File: src/rtl/rdec_pkg.sv
package rdec_pkg;

  typedef enum logic [1:0] {
    TGT_NONE    = 2'd0,
    TGT_DIST    = 2'd1,
    TGT_RD_CTRL = 2'd2,
    TGT_RD_PRIV = 2'd3
  } tgt_e;

  // frame geometry: 128 KiB per processor, split into two 64 KiB halves
  localparam int FRAME_SHIFT = 17;
  localparam int HALF_SHIFT  = 16;

  // control-half word offsets
  localparam logic [15:0] OFS_CTL     = 16'h0000;
  localparam logic [15:0] OFS_IDENT   = 16'h0004;
  localparam logic [15:0] OFS_TYPE_LO = 16'h0008;
  localparam logic [15:0] OFS_TYPE_HI = 16'h000C;
  localparam logic [15:0] OFS_WAKE    = 16'h0014;
  localparam logic [15:0] OFS_PERIPH2 = 16'hFFE8;
  localparam logic [31:0] PERIPH2_VAL = 32'h0000_003B;

  // type register field positions
  localparam int TYPE_LAST_BIT = 4;
  localparam int TYPE_CPU_LSB  = 8;

  // private-half word offsets
  localparam logic [15:0] OFS_GROUP = 16'h0080;

  function automatic logic [31:0] pack_affinity(input logic [7:0] a3, input logic [23:0] a210);
    return {a3, a210};
  endfunction

  // offsets whose storage lives outside this block
  function automatic logic is_priv_storage(input logic [15:0] ow);
    logic hit;
    hit = (ow == 16'h0100) || (ow == 16'h0180) ||
          (ow == 16'h0200) || (ow == 16'h0280) ||
          ((ow >= 16'h0400) && (ow < 16'h0420)) ||
          ((ow >= 16'h0C00) && (ow < 16'h0C08));
    return hit;
  endfunction

endpackage

File: src/rtl/rdec_window.sv
module rdec_window
  import rdec_pkg::*;
#(
  parameter int ADDR_W   = 32,
  parameter int MAX_CPUS = 8,
  parameter int IDX_W    = 3,
  parameter int CNT_W    = 4,
  parameter logic [ADDR_W-1:0] DIST_BASE  = 'h0800_0000,
  parameter logic [ADDR_W-1:0] DIST_SIZE  = 'h0001_0000,
  parameter logic [ADDR_W-1:0] RDIST_BASE = 'h080A_0000
) (
  input  logic [ADDR_W-1:0] addr,
  input  logic [CNT_W-1:0]  online_eff,
  output tgt_e              tgt,
  output logic [IDX_W-1:0]  cpu,
  output logic [15:0]       ofs
);

  logic [ADDR_W-1:0] dist_off;
  logic [ADDR_W-1:0] rd_off;
  logic [ADDR_W-1:0] frame_no;
  logic              in_dist;
  logic              in_rd;

  always_comb begin
    dist_off = addr - DIST_BASE;
    rd_off   = addr - RDIST_BASE;
    frame_no = rd_off >> FRAME_SHIFT;
    in_dist  = (addr >= DIST_BASE) && (dist_off < DIST_SIZE);
    in_rd    = (addr >= RDIST_BASE) && (frame_no < ADDR_W'(online_eff));
    tgt = TGT_NONE;
    cpu = '0;
    ofs = '0;
    if (in_dist) begin
      tgt = TGT_DIST;
    end else if (in_rd) begin
      tgt = rd_off[HALF_SHIFT] ? TGT_RD_PRIV : TGT_RD_CTRL;
      cpu = frame_no[IDX_W-1:0];
      ofs = rd_off[15:0];
    end
  end

endmodule

File: src/rtl/rdec_regs.sv
module rdec_regs
  import rdec_pkg::*;
#(
  parameter int MAX_CPUS = 8,
  parameter int IDX_W    = 3,
  parameter int CNT_W    = 4,
  parameter logic [31:0] IDENT_VALUE = 32'h0100_0A5C
) (
  input  tgt_e                       tgt,
  input  logic [IDX_W-1:0]           cpu,
  input  logic [15:0]                ofs,
  input  logic                       write,
  input  logic [CNT_W-1:0]           online_eff,
  input  logic [MAX_CPUS-1:0][39:0]  cpu_ident,
  output logic                       owned,
  output logic [31:0]                rdata
);

  logic [MAX_CPUS-1:0][31:0] aff_pk;
  logic [MAX_CPUS-1:0]       unused_ident;

  for (genvar g = 0; g < MAX_CPUS; g++) begin : g_aff
    assign aff_pk[g]       = pack_affinity(cpu_ident[g][39:32], cpu_ident[g][23:0]);
    assign unused_ident[g] = ^cpu_ident[g][31:24];
  end

  logic [15:0] ow;
  logic        is_last;
  logic        unused_low;
  logic [31:0] rd_val;

  assign ow         = {ofs[15:2], 2'b00};
  assign unused_low = ^{ofs[1:0], unused_ident};
  assign is_last    = ((int'(cpu) + 1) == int'(online_eff));

  always_comb begin
    owned  = 1'b0;
    rd_val = '0;
    unique case (tgt)
      TGT_RD_CTRL: begin
        owned = 1'b1;
        if (ow == OFS_IDENT)        rd_val = IDENT_VALUE;
        else if (ow == OFS_TYPE_LO) begin
          rd_val = 32'(cpu) << TYPE_CPU_LSB;
          rd_val[TYPE_LAST_BIT] = is_last;
        end
        else if (ow == OFS_TYPE_HI) rd_val = aff_pk[cpu];
        else if (ow == OFS_PERIPH2) rd_val = PERIPH2_VAL;
        else                        rd_val = '0;  // control, wake, other id words, holes
      end
      TGT_RD_PRIV: begin
        owned = !is_priv_storage(ow);
        if (ow == OFS_GROUP) rd_val = '1;
        else                 rd_val = '0;
      end
      default: begin
        owned  = 1'b0;
        rd_val = '0;
      end
    endcase
    rdata = write ? '0 : rd_val;
  end

endmodule

File: src/rtl/rdec_rsp_stage.sv
module rdec_rsp_stage #(
  parameter int PAY_W = 8
) (
  input  logic             clk,
  input  logic             rst_n,
  input  logic             in_valid,
  output logic             in_ready,
  input  logic [PAY_W-1:0] in_data,
  output logic             out_valid,
  input  logic             out_ready,
  output logic [PAY_W-1:0] out_data
);

  assign in_ready = !out_valid || out_ready;

  always_ff @(posedge clk) begin
    if (!rst_n) begin
      out_valid <= 1'b0;
      out_data  <= '0;
    end else if (in_ready) begin
      out_valid <= in_valid;
      if (in_valid) out_data <= in_data;
    end
  end

endmodule

File: src/rtl/rdist_frame_decoder.sv
module rdist_frame_decoder
  import rdec_pkg::*;
#(
  parameter int ADDR_W   = 32,
  parameter int MAX_CPUS = 8,
  parameter logic [ADDR_W-1:0] DIST_BASE  = 'h0800_0000,
  parameter logic [ADDR_W-1:0] DIST_SIZE  = 'h0001_0000,
  parameter logic [ADDR_W-1:0] RDIST_BASE = 'h080A_0000,
  parameter logic [31:0] IDENT_VALUE = 32'h0100_0A5C,
  localparam int IDX_W = (MAX_CPUS > 1) ? $clog2(MAX_CPUS) : 1,
  localparam int CNT_W = $clog2(MAX_CPUS + 1)
) (
  input  logic                      clk,
  input  logic                      rst_n,
  input  logic [CNT_W-1:0]          online_cnt,
  input  logic [MAX_CPUS-1:0][39:0] cpu_ident,
  input  logic                      req_valid,
  output logic                      req_ready,
  input  logic [ADDR_W-1:0]         req_addr,
  input  logic                      req_write,
  output logic                      rsp_valid,
  input  logic                      rsp_ready,
  output logic [1:0]                rsp_target,
  output logic [IDX_W-1:0]          rsp_cpu,
  output logic                      rsp_owned,
  output logic [31:0]               rsp_rdata
);

  localparam int PAY_W = 2 + IDX_W + 1 + 32;

  logic [CNT_W-1:0] online_eff;
  assign online_eff = (int'(online_cnt) > MAX_CPUS) ? CNT_W'(MAX_CPUS) : online_cnt;

  tgt_e             w_tgt;
  logic [IDX_W-1:0] w_cpu;
  logic [15:0]      w_ofs;
  logic             r_owned;
  logic [31:0]      r_data;

  rdec_window #(
    .ADDR_W(ADDR_W), .MAX_CPUS(MAX_CPUS), .IDX_W(IDX_W), .CNT_W(CNT_W),
    .DIST_BASE(DIST_BASE), .DIST_SIZE(DIST_SIZE), .RDIST_BASE(RDIST_BASE)
  ) u_window (
    .addr(req_addr), .online_eff(online_eff),
    .tgt(w_tgt), .cpu(w_cpu), .ofs(w_ofs)
  );

  rdec_regs #(
    .MAX_CPUS(MAX_CPUS), .IDX_W(IDX_W), .CNT_W(CNT_W), .IDENT_VALUE(IDENT_VALUE)
  ) u_regs (
    .tgt(w_tgt), .cpu(w_cpu), .ofs(w_ofs), .write(req_write),
    .online_eff(online_eff), .cpu_ident(cpu_ident),
    .owned(r_owned), .rdata(r_data)
  );

  logic [PAY_W-1:0] pay_in;
  logic [PAY_W-1:0] pay_out;

  assign pay_in = {w_tgt, w_cpu, r_owned, r_data};

  rdec_rsp_stage #(.PAY_W(PAY_W)) u_stage (
    .clk(clk), .rst_n(rst_n),
    .in_valid(req_valid), .in_ready(req_ready), .in_data(pay_in),
    .out_valid(rsp_valid), .out_ready(rsp_ready), .out_data(pay_out)
  );

  assign {rsp_target, rsp_cpu, rsp_owned, rsp_rdata} = pay_out;

endmodule

File: config.mk
export PLATFORM = sky130hd
export DESIGN_NAME = rdist_frame_decoder
export DESIGN_NICKNAME = d
export VERILOG_FILES = /design/src/rtl/rdec_pkg.sv /design/src/rtl/rdec_window.sv /design/src/rtl/rdec_regs.sv /design/src/rtl/rdec_rsp_stage.sv /design/src/rtl/rdist_frame_decoder.sv
export SDC_FILE = /design/constraint.sdc
export NUM_CORES = 1
export LEC_CHECK = 0
export BUFFER_PORTS_ARGS = -buffer_cell sky130_fd_sc_hd__buf_2
export CORE_AREA = 2 2 156 158
export DETAILED_ROUTE_END_ITERATION = 10
export DIE_AREA = 0 0 158 160
export GPL_TIMING_DRIVEN = 0
export PLACE_DENSITY = 0.46
export SLEW_MARGIN = 40
export SYNTH_ARGS = -nofsm -noshare
export SYNTH_HDL_FRONTEND = slang
export SYNTH_SLANG_ARGS = --single-unit
File: constraint.sdc
create_clock -name clk -period 5.2 [get_ports clk]
set_input_delay 0.26 -clock clk [delete_from_list [all_inputs] [get_ports clk]]
set_output_delay 0.26 -clock clk [all_outputs]
set_load 0.01 [all_outputs]
==> results <==
- In the routed design, unresolved DRC markers number 0.
- Yosys attributes the largest share of cell area to sky130_fd_sc_hd__dfxtp_1, sky130_fd_sc_hd__mux2i_1, sky130_fd_sc_hd__nand2_1, sky130_fd_sc_hd__mux4_2, sky130_fd_sc_hd__a221oi_1.
- After detailed routing, the average wire length per cell comes to 22.4 µm.
- Setup violations remaining at the end of the flow were counted as 0.
- Dividing the final minimum period by the clock period gives 0.941.
- The most used flip-flop cell after synthesis is sky130_fd_sc_hd__dfxtp_1.
- The number of global-route vias before repair was 6265.
- Setup repair after global routing left no endpoint under its margin.
- The switching part of the total power is 0.313.
- The total global-route track usage is 0.211.
- The row count is 57.
- Detailed placement finished with a half-perimeter wire length of 22900 µm.
- The largest driver fanout on the critical path is 10.
- The H-tree was split into 2 levels.
- The non-filler instance count after layout is 1243.
- The via count is 6115.
- The number of antenna violations at the first check in global routing is 6.
- The number of enable flip-flop cells after synthesis is 0.
- The most common cell in the synthesized netlist is sky130_fd_sc_hd__nand2_1.
- In the final layout, the share of cells above drive strength 1 is 0.444.
- The worst hold path belongs to the class input port to register.
- Hold repair after CTS inserted 0 buffers.
- Clock-pin slew was measured on the worst setup and hold paths at 0.07 ns.
- In this run the tightest slew margin relative to its limit is 0.444.
- The number of iterations in the first detailed-routing pass is 5.
- The clock network fraction of total power is 0.377.
- The floorplan step defined a die boundary enclosing 25300 µm².
- The combinational group share of total power is 0.320.
- The final number of hold-violating endpoints is 0.
- In this run the power density over the cells is 148 nW/µm².
- The arrival time of data at the critical path endpoint is 5.13 ns.
- Counting every sink on the clock net gives 39.
- In the synthesized netlist the async set-or-reset flop fraction comes to 0.
- The share of synthesized area in the top cell type comes to 0.174.
- The synthesized instance count is 576.
- The sequential cell fraction of total power is 0.303.
- During synthesis, Yosys emitted a total of 0 warnings.
- The post-synthesis area per instance is 7.78 µm².
- The worst setup path is captured at a register.
- The vias per cell is 4.92.
- For this configuration, the core starts out at a cell density of 0.188.
- The first global-routing pass estimated 38500 µm of wire.
- The post-route worst setup slack is 0.304 ns.
- The run finished with clean final reports.
- For this design the total switching power over the nets is 0.316 mW.
- Static timing analysis puts the maximum clock frequency at 204 MHz.
- The category of the worst setup path launch point is an input port.
- For this block, the initial DRC count from the detailed router was 346.
- The final layout contains routed wiring with a total length of 27800 µm.
- The synthesized netlist occupies a cell area of 4480 µm².
- The share of the Yosys chip area taken by registers is 0.174.
- The final-report max-slew violation count is 0.
- For the pin with the worst max-slew slack, the measured transition is 0.834 ns.
- Synthesis instantiated 69 different standard cells from the library.
- The longest clock path from root to sink contains 2 buffers.
- Pin placement for this block handled 401 I/O pins.
- The floorplan step defined a core boundary enclosing 23800 µm².
- Input and output buffers added on the ports amount to 331.
- The tool flagged a number of max-cap violations equal to 0.
- Timing analysis after detailed placement gives a worst setup slack of -1.68 ns.
- Counting every net in the synthesized netlist gives 944.
- From bottom edge to top edge, the die measures 160 µm.
- The clock network latency to the later pin of the worst-skew pair is 0.30 ns.
- In this run the horizontal extent of the chip is 158 µm.
- Summed over all instances, the cell type with the most area after synthesis is sky130_fd_sc_hd__dfxtp_1.
- The time the final worst path needs with I/O delays and setup is 4.90 ns.
- On the final layout, the worst hold slack is 0.233 ns.
- The layout overhead on the synthesized area is 51.9%.
- After detailed placement, the design holds a cell count of 1231.
- The number of buffers inserted during clock tree synthesis is 5.
- The design draws 1.01 mW.
- The net count of the finished layout is 1283.
- The synthesis-stage register bit count is 39.
- The commonest cells after synthesis are sky130_fd_sc_hd__nand2_1, sky130_fd_sc_hd__mux2i_1, sky130_fd_sc_hd__dfxtp_1.
- The pin count of the biggest net entering global routing is 13.
- The leakage power summed over all cells is 2.97 nW.
- By startpoint and endpoint, the worst setup path is classified as input port to register.
- The clock tree from TritonCTS is yes.
- The tree is rooted in a sky130_fd_sc_hd__clkbuf_16.
- STA puts the critical path data required time at 5.43 ns.
- The internal power of the cells totals 0.694 mW.
- The total grt overflow is 0.
- The clock tree skew after final layout is 0.00567 ns.
- VDD sags by at most 0.141 mV.
- In this run the remaining antenna-violating nets after routing total 0.
- The final weighted congestion of routability-driven global placement is 0.833.
## flip-flops by register name, summed over array words and instances, names as in the netlist
signal and count:
u_stage.out_data 38, u_stage.out_valid 1
## layer usage
| layer | vias to the layer above | wire (µm) | GRT usage |
|---|---|---|---|
| met5 | - | 46 | 0 |
| met4 | 8 | 839 | 0.0737 |
| met3 | 48 | 1990 | 0.0510 |
| met2 | 328 | 13600 | 0.380 |
| met1 | 2806 | 11400 | 0.241 |
| li1 | 2925 | - | - |
## through the flow
stage | utilization | setup TNS, ns | instance area (µm²)
CTS | 0.285 | 0 | 6780
detailed placement | 0.276 | -35.32 | 6570
global route | 0.285 | 0 | 6800
finish | 0.286 | 0 | 6800
floorplan | - | 0 | 4480
global placement | 0.275 | -62.24 | 6540
## worst max-delay path: stages
cell	delay, ns
sky130_fd_sc_hd__buf_6	0.12
sky130_fd_sc_hd__clkinv_1	0.25
sky130_fd_sc_hd__clkbuf_4	0.34
sky130_fd_sc_hd__clkbuf_2	0.31
sky130_fd_sc_hd__ha_1	0.37
sky130_fd_sc_hd__xor2_4	0.25
sky130_fd_sc_hd__clkinv_4	0.14
sky130_fd_sc_hd__buf_2	0.26
sky130_fd_sc_hd__ha_1	0.32
sky130_fd_sc_hd__o21ai_0	0.07
sky130_fd_sc_hd__o21bai_1	0.08
sky130_fd_sc_hd__a32oi_1	0.22
sky130_fd_sc_hd__and2_1	0.29
sky130_fd_sc_hd__nand3_4	0.24
sky130_fd_sc_hd__inv_4	0.25
sky130_fd_sc_hd__buf_2	0.29
sky130_fd_sc_hd__ha_1	0.29
sky130_fd_sc_hd__xnor2_1	0.13
sky130_fd_sc_hd__nor4_1	0.21
sky130_fd_sc_hd__o2111ai_1	0.17
sky130_fd_sc_hd__a21o_1	0.19
sky130_fd_sc_hd__o21ai_1	0.06
## final timing paths
check                                    startpoint                           endpoint  slack, ns  cells after the start
setup reg to reg     u_stage.out_valid$_SDFFE_PN0N_  u_stage.out_data[27]$_SDFFE_PN0P_       2.61                      8
hold / removal                            req_valid     u_stage.out_valid$_SDFFE_PN0N_       0.23                      3
hold reg to reg   u_stage.out_data[13]$_SDFFE_PN0P_  u_stage.out_data[13]$_SDFFE_PN0P_       0.46                      2
setup / recovery                       req_addr[17]   u_stage.out_data[4]$_SDFFE_PN0P_       0.30                     22
## cell type report
class                           instances  area, µm²
Antenna cell                            3       7.51
Buffer                                 42        259
Clock buffer                            6        139
Clock inverter                          2       35.0
Fill cell                            2701      17000
Inverter                               13       56.3
Multi-Input combinational cell        482       3460
Sequential cell                        39        781
Tap cell                              324        405
Timing Repair Buffer                  332       1660
## power groups by stage
stage | combinational [mW] | sequential (mW) | clock (mW)
global placement | 0.317 | 0.313 | 0
detailed placement | 0.319 | 0.313 | 0
global route | 0.350 | 0.307 | 0.406
floorplan | 0.128 | 0.315 | 0
CTS | 0.323 | 0.306 | 0.398
finish | 0.323 | 0.306 | 0.381
## kinds of logic (layout without fill, tap and decap cells)
family / count (synthesis) / count (layout) / synth area share
DFF: 39 / 39 / 0.174
adders and majority gates: 7 / 7 / 0.0195
muxes: 78 / 78 / 0.207
buffers and inverters: 55 / 395 / 0.0662
other: 0 / 3 / 0
and+or+nand+nor: 228 / 228 / 0.257
xor gates and xnor gates: 8 / 8 / 0.0156
AOI/OAI and AO/OA: 161 / 161 / 0.260
## cells in the final DEF (no fill, tap or decap), drive strengths merged, types with 4 or more instances in the layout
cell type / netlist / routed
inv: 11 / 11
nor4: 20 / 20
and2: 12 / 12
or3: 4 / 4
nand2: 89 / 89
a21oi: 33 / 33
o2111ai: 5 / 5
o221a: 9 / 9
mux2: 6 / 6
o211ai: 6 / 6
buf: 18 / 350
ha: 7 / 7
nor3: 21 / 21
nand3: 36 / 36
a221oi: 28 / 28
mux2i: 61 / 61
nand2b: 5 / 5
or4: 5 / 5
mux4: 11 / 11
clkbuf: 24 / 30
nor2: 19 / 19
a31oi: 8 / 8
o21ai: 33 / 33
o221ai: 9 / 9
nand4: 6 / 6
a21boi: 4 / 4
xor2: 5 / 5
dfxtp: 39 / 39
## what timing repair did
action,4_1_cts,5_1_grt
pin swaps,1,1
buffers inserted,0,1
gates resized for setup,11,0
endpoints found under the setup margin,37,12
cloned,0,0
Power figures use the tool's default switching activity.
